### src/rtl/shift_load_reg4.sv
module shift_load_reg4 #(
  parameter int WIDTH = 4
) (
  input  logic             clk,
  input  logic             rst_n,
  input  logic             shift_en,
  input  logic             j_in,
  input  logic             kb_in,
  input  logic [WIDTH-1:0] par_d,
  output logic [WIDTH-1:0] q,
  output logic             q_last_n
);

  logic             first_nxt;
  logic [WIDTH-1:0] shift_nxt;

  // J sets a cleared stage; inverted K keeps a set stage
  assign first_nxt = (j_in & ~q[0]) | (kb_in & q[0]);
  assign shift_nxt = {q[WIDTH-2:0], first_nxt};

  always_ff @(posedge clk or negedge rst_n) begin
    if (!rst_n)
      q <= '0;
    else if (shift_en)
      q <= shift_nxt;
    else
      q <= par_d;
  end

  assign q_last_n = ~q[WIDTH-1];

  a_r1_parallel_load: assert property (@(posedge clk) disable iff (!rst_n)
    !shift_en |=> q == $past(par_d));

  a_r2_stages_move: assert property (@(posedge clk) disable iff (!rst_n)
    shift_en |=> q[WIDTH-1:1] == $past(q[WIDTH-2:0]));

  a_r3_set: assert property (@(posedge clk) disable iff (!rst_n)
    shift_en && j_in && kb_in |=> q[0]);

  a_r3_clear: assert property (@(posedge clk) disable iff (!rst_n)
    shift_en && !j_in && !kb_in |=> !q[0]);

  a_r3_toggle: assert property (@(posedge clk) disable iff (!rst_n)
    shift_en && j_in && !kb_in |=> q[0] != $past(q[0]));

  a_r3_hold: assert property (@(posedge clk) disable iff (!rst_n)
    shift_en && !j_in && kb_in |=> $stable(q[0]));

  a_r7_held_in_reset: assert property (@(posedge clk)
    !rst_n |-> q == '0 && q_last_n);

endmodule

### config.mk
export PLATFORM = sky130hd
export DESIGN_NAME = shift_load_reg4
export DESIGN_NICKNAME = d
export VERILOG_FILES = /design/src/rtl/shift_load_reg4.sv
export SDC_FILE = /design/constraint.sdc
export NUM_CORES = 1
export LEC_CHECK = 0
export BUFFER_PORTS_ARGS = -buffer_cell sky130_fd_sc_hd__buf_2
export CAP_MARGIN = 25
export CORE_AREA = 2 2 39 41
export CTS_CLUSTER_DIAMETER = 50
export CTS_CLUSTER_SIZE = 8
export DETAILED_ROUTE_END_ITERATION = 8
export DIE_AREA = 0 0 41 43
export REMOVE_ABC_BUFFERS = 1
export SYNTH_ARGS = -nofsm -noshare
export SYNTH_HDL_FRONTEND = slang
export SYNTH_SLANG_ARGS = --single-unit
### constraint.sdc
create_clock -name clk -period 1.1 [get_ports clk]
set_clock_uncertainty 0.05 [all_clocks]
set_input_delay 0 -clock clk [delete_from_list [all_inputs] [get_ports clk]]
set_output_delay 0 -clock clk [all_outputs]
set_load 0.01 [all_outputs]
==> metrics.md, run 1 <==
| Metric | Value |
|---|---|
| FF/Latch Area | 100.1 um^2 |
| GRT Total Usage | between 5 and 6% |
| Crit-path max FO | 5 |
| Yosys reg bits | 4 |
| CP Depth | 3 |
| CTS Root Cell | clkbuf_4 |
| CTS HTree Levels | 1 |
| Fill cells | around 150 |
| CTS clk-pin slew, worst paths | roughly 0.040 ns |
| CP cell instances | dlygate4sd3_1, buf_2, mux2_2 |
| Post-Syn Area per Cell | roughly 14 um^2 |
| Tcrit/Tclk final | approximately 87% |
| DRT antenna net count | 0 |
| Starting density of the core | around 11% |
| P per Cell Area | between 1000 and 1500 nW/um^2 |
| Post-route minimum period | between 0.9 and 1 ns |
| Final TNS setup | 0 ns |
| Reg2reg start | q[0] |
| Leak pwr | about 0.16 nW |
| Setup crit end | q[3] |
| Outcome | completed |
| Max Root-Sink Buffers | 2 |
| Post-synthesis sequential area ratio | roughly 64% |
| Max Clk Rate | between 1000 and 1500 MHz |
| Clock Sinks | 4 |
| CP Launch Point | shift_en |
| CTS resizes | 0 |
| Die area | 1763 um^2 |
| Fraction of synthesized area in multiplexers | approximately 28% |
| Max Cap Violations | 0 |
| Area share of fa/ha/maj cells after synthesis | 0% |
| R2R depth | 2 |
| RePlAce Congestion | about 0.55 |
| Logic pwr share | a little under a fifth |
| First-pass GRT wire length | just over 600 um |
| # diodes | 0 |
| Largest register FFs | 4 |
| Drt via density | between 3 and 4 |
| Die Y | roughly 43 um |
| Clock Latency Late Sink | approximately 0.23 ns |
| Initial DRC count | 2 |
| Total gr overflow | 0 |
| Worst slew pin tran | approximately 0.14 ns |
| Commonest non-fill, non-tap cell in the layout | buf_2 |
| Site Rows | 14 |
| Largest net degree at the start of global routing | 6 |
| Main combinational cell family by area after synthesis | multiplexers |
| Worst hold slack | approximately 0.04 ns |
| Final setup fails | 0 |
| Antenna violations before repair | 0 |
| CP Launch Type | primary input |
| Library cells used by synthesis | 6 |
| Slowest CP cell | dlygate4sd3_1 |
| YS warnings | 0 |
| Delay-heaviest family, CP | buffers and inverters |
| Most frequent cells in the layout | buf_2, dlygate4sd3_1, dfrtp_1 |
| Complex-gate fraction of the synthesized area | roughly 3.2% |
| Global routing met3 resource utilization | about 8% |
| Share of layout cells above drive strength 1 | a little under three fifths |
| Mapped cell area | approximately 160 um^2 |
| Setup CP Type | in -> reg |
| Flop2flop setup slack | around 0.27 ns |
| Post-synthesis simple-gate area fraction | ~2.4% |
| CTS tree | built |
| Register share of total power | roughly two fifths |
| Critical path data required time | around 1.2 ns |
| Worst min path class | in -> reg |
| Regs by FF count | q x4 |
| Clock power frac | 41.9% |
| TritonCTS buffer count | 3 |
| Final Slew Violations | 0 |
| Relative slew slack | approximately nine tenths |
| Area share of the largest cell type after synthesis | between 60% and 70% |
| CP peak stage delay | about 0.52 ns |
| Worst hold start | j_in |
| Post-cts hold buffer count | 6 |
| Nets | 44 |
| Die Width | 41 um |
| Final-report hold violation count | 0 |
| Via Count | between 150 and 200 |
| Total routed wirelength | between 400 and 500 um |
| Psw | slightly above 0.1 mW |
| Largest area contributor in the netlist | dfrtp_1 |
| IO Pins | 14 |
| Top reg by flops | q |
| IO Port Bufs | 13 |
| Sw Share | 23.19% |
| Buf+Inv Stages, Crit Path | 2 |
| Maximum VDD drop | a little over 0.0006 V |
| GR Layer Usage met1 | between 6 and 7% |
| Area of the multi-input gates | 52.55 um^2 |
| Drt drc | 0 |
| Internal power | approximately 0.33 mW |
| Area contributors post-synth | dfrtp_1, mux2_2, mux2i_1 |
| Top Usage Layer GRT | met3 |
| Reg2reg end | q[0] |
| CP arrival | between 1 and 1.5 ns |
| Post-CTS setup buffer count | 0 |
| Core area | 1384 um^2 |
| Vias in the first global route | 162 |
| Critical Path End Type | flip-flop |
| RSZ-0062 raised after global routing | no |
| Initial DRT Pass Iterations | 2 |
| Synth Area in XOR/XNOR | 0% |
| Grt met2 use | under 10% |
| Mapped Cells | 11 |
| Hold path cells | 3 |
| Per-cell routed wire length | around 9.0 um |
| Area added between synthesis and finish | 107.2% |
worst min-delay path by stage:
stage               endpoint
detailed placement      q[2]
global placement        q[2]
global route            q[0]
CTS                     q[0]
finish                  q[0]
floorplan               q[0]
Yosys cell counts:
cell type	n
inv_1	1
dfrtp_1	4
mux2_2	3
mux2i_1	1
nor2_1	1
a21oi_1	1
cells by family (layout without fill, tap and decap cells):
logic type,Yosys count,count (layout)
AOI/OAI and AO/OA,1,1
buffers and inverters,1,23
and+or+nand+nor,1,1
DFF,4,4
muxes,4,4
power by group through the flow:
stage	Sequential, mW	Combinational, mW	Clock (mW)
final	0.170	0.0826	0.182
after global routing	0.172	0.0907	0.209
after detailed placement	0.172	0.0670	0
after floorplan	0.179	0.0203	0
after global placement	0.171	0.0665	0
after CTS	0.170	0.0833	0.193
per-layer routing:
| layer | wire [um] | vias up |
|---|---|---|
| li1 | - | 82 |
| met1 | 218 | 58 |
| met2 | 144 | 16 |
| met3 | 77 | 0 |
| met4 | 0 | 0 |
| met5 | 0 | - |
per-stage QoR:
stage	util (%)	instances	setup WS, ns	total power, mW	instance area [um^2]
finish	23.42	49	0.1459	0.4350	324.1
detailed placement	17.45	40	0.2640	0.2394	241.5
floorplan	-	11	0.2537	0.1996	156.4
global route	23.42	49	0.1231	0.4718	324.1
global placement	17.45	40	0.2966	0.2374	241.5
CTS	23.42	49	0.1635	0.4468	324.1
final cells by class:
class                   count  share of cell area [%]
multi-input cells           6                   16.22
flip-flops and latches      4                   30.89
clock buffers               3                   6.950
inverters                   1                   1.158
well taps                  16                   6.178
repair buffers             19                   38.61
worst min-delay path: cells and delay by family:
kind | cells | cell delay, ns
AOI/OAI and AO/OA | 1 | 0.14
buffers and inverters | 1 | 0.08
muxes | 1 | 0.06
Power figures use the tool's default switching activity.
==> run 2, diff against run 1 <==
- CTS_CLUSTER_SIZE: 8 -> default
- clock period: 1.1 -> 0.8 ns (I/O delays scaled with it)
==> metrics.md, run 2 (synthesis gave the netlist of run 1 again) <==
| Metric | Value |
|---|---|
| Slowest CP cell | dfrtp_1 |
| Setup CP Type | reg -> out |
| Total gr overflow | 0 |
| Leak pwr | between 0.15 and 0.2 nW |
| Share of layout cells above drive strength 1 | 63.33% |
| CTS HTree Levels | 1 |
| R2R depth | 2 |
| Drt drc | 0 |
| Clock Sinks | 4 |
| Drt via density | 3.348 |
| Total routed wirelength | roughly 500 um |
| Flop2flop setup slack | -0.03 ns |
| Largest register FFs | 4 |
| CP Launch Type | flip-flop |
| Reg2reg end | q[0] |
| Crit-path max FO | 3 |
| Worst min path class | in -> reg |
| Vias in the first global route | 140 |
| Worst hold start | par_d[1] |
| GRT Total Usage | approximately 6.1% |
| Critical path data required time | 0.75 ns |
| Hold Path End | q[1] |
| Core area | approximately 1400 um^2 |
| RSZ-0062 raised after global routing | yes |
| First-pass GRT wire length | ~590 um |
| Die Width | 41 um |
| IO Pins | 14 |
| Final setup fails | 6 |
| Failing checks | negative hold slack, negative setup slack |
| Post-route minimum period | between 0.8 and 0.9 ns |
| Max Root-Sink Buffers | 2 |
| Initial DRT Pass Iterations | 2 |
| Largest net degree at the start of global routing | 6 |
| Worst slew pin tran | around 0.14 ns |
| Regs by FF count | q x4 |
| DRT antenna net count | 0 |
| Starting density of the core | about 11% |
| Worst hold slack | -0.05074 ns |
| Final-report hold violation count | 3 |
| Initial DRC count | 1 |
| Outcome | complete, but fails checks |
| CP cell instances | buf_2 |
| Maximum VDD drop | between 0.0009 and 0.001 V |
| Relative slew slack | approximately 90% |
| Delay-heaviest family, CP | flip-flops |
| Max Cap Violations | 0 |
| Most frequent cells in the layout | buf_2, dfrtp_1, clkbuf_4, dlygate4sd3_1, mux2_4 |
| P per Cell Area | between 1500 and 2000 nW/um^2 |
| Die area | 1763 um^2 |
| Top reg by flops | q |
| Via Count | between 150 and 200 |
| Final TNS setup | -0.1145 ns |
| Max Clk Rate | between 1000 and 1500 MHz |
| CP arrival | 0.78 ns |
| Post-CTS setup buffer count | 0 |
| Final Slew Violations | 0 |
| Power Total | ~0.60 mW |
| Antenna violations before repair | 0 |
| Cells after DPL | 40 |
| CTS tree | built |
| Area added between synthesis and finish | 92.80% |
| Site Rows | 14 |
| CTS clk-pin slew, worst paths | ~0.04 ns |
| Post-route cell area | between 300 and 400 um^2 |
| DP Area | about 240 um^2 |
| Hold path cells | 2 |
| Critical Path End Type | primary output |
| Post-cts hold buffer count | 3 |
| PnR worst setup slack | -0.03338 ns |
| Reg2reg start | q[0] |
| IO Port Bufs | 13 |
| CP peak stage delay | about 0.4 ns |
| Per-cell routed wire length | roughly 11 um |
| CTS Root Cell | clkbuf_4 |
| # diodes | 0 |
| TritonCTS buffer count | 3 |
| RePlAce Congestion | roughly 0.56 |
| Clock Latency Late Sink | 0.24 ns |
| Buf+Inv Stages, Crit Path | 1 |
| Commonest non-fill, non-tap cell in the layout | buf_2 |
| Nets | 41 |
| Post-route insts no fill | 46 |
| Tcrit/Tclk final | 104.2% |
| Die Y | roughly 43 um |
## run 2: changes by cell type in the layout (fill, tap and decap cells not counted)
cell,previous run,this run
dlygate4sd3_1,6,3
mux2_4,0,2
mux2_2,3,1
## run 2: report_power, final
part | total [mW] | switching, mW | internal (mW) | leakage, nW
sequential | 0.235 | 0.0119 | 0.223 | 0.0460
clock | 0.253 | 0.0850 | 0.168 | 0.0138
combinational | 0.112 | 0.0472 | 0.0649 | 0.0987
total | 0.600 | 0.144 | 0.456 | 0.158
## run 2: worst max-delay path by stage
stage / startpoint / endpoint / slack, ns / cells past startpoint
3_5_place_dp: q[0] / q[0] / -0.03 / 2
4_1_cts: q[0] / q[0] / -0.04 / 1
6_report: q[0] / q[0] / -0.03 / 1
2_1_floorplan: q[0] / q[1] / -0.05 / 1
5_1_grt: q[0] / q[0] / -0.07 / 1
3_3_place_gp: q[0] / q[1] / -0.004 / 1
## run 2: stage by stage
| step | worst slack, ns | utilization, % |
|---|---|---|
| after floorplan | -0.04633 | - |
| after global placement | -0.003968 | 17.45 |
| after detailed placement | -0.02942 | 17.45 |
| after CTS | -0.03996 | 21.25 |
| after global routing | -0.06645 | 21.79 |
| final | -0.03338 | 21.79 |
## run 2: cell type report
cell class	count	area [um^2]
Clock buffer	3	22.52
Tap cell	16	20.02
Fill cell	145	1082
Sequential cell	4	100.1
Timing Repair Buffer	16	95.09
Inverter	1	3.754
Multi-Input combinational cell	6	60.06
## run 2: metal layers
metal  GRT usage (%)  part of all wire (%)  wire length [um]  vias to the layer above
met2           5.000                    36               180                       18
met5               0                     0                 0                        -
met4           4.000                     0                 0                        0
met1           6.818                    44               222                       61
li1                -                     -                 -                       75
met3           9.424                    19                97                        0
## run 2: what timing repair did
action | 4_1_cts | 5_1_grt
gates resized for setup | 0 | 2
setup endpoints to repair | 4 | 9
pin swaps | 1 | 0
endpoints found under the hold margin | 8 | 3
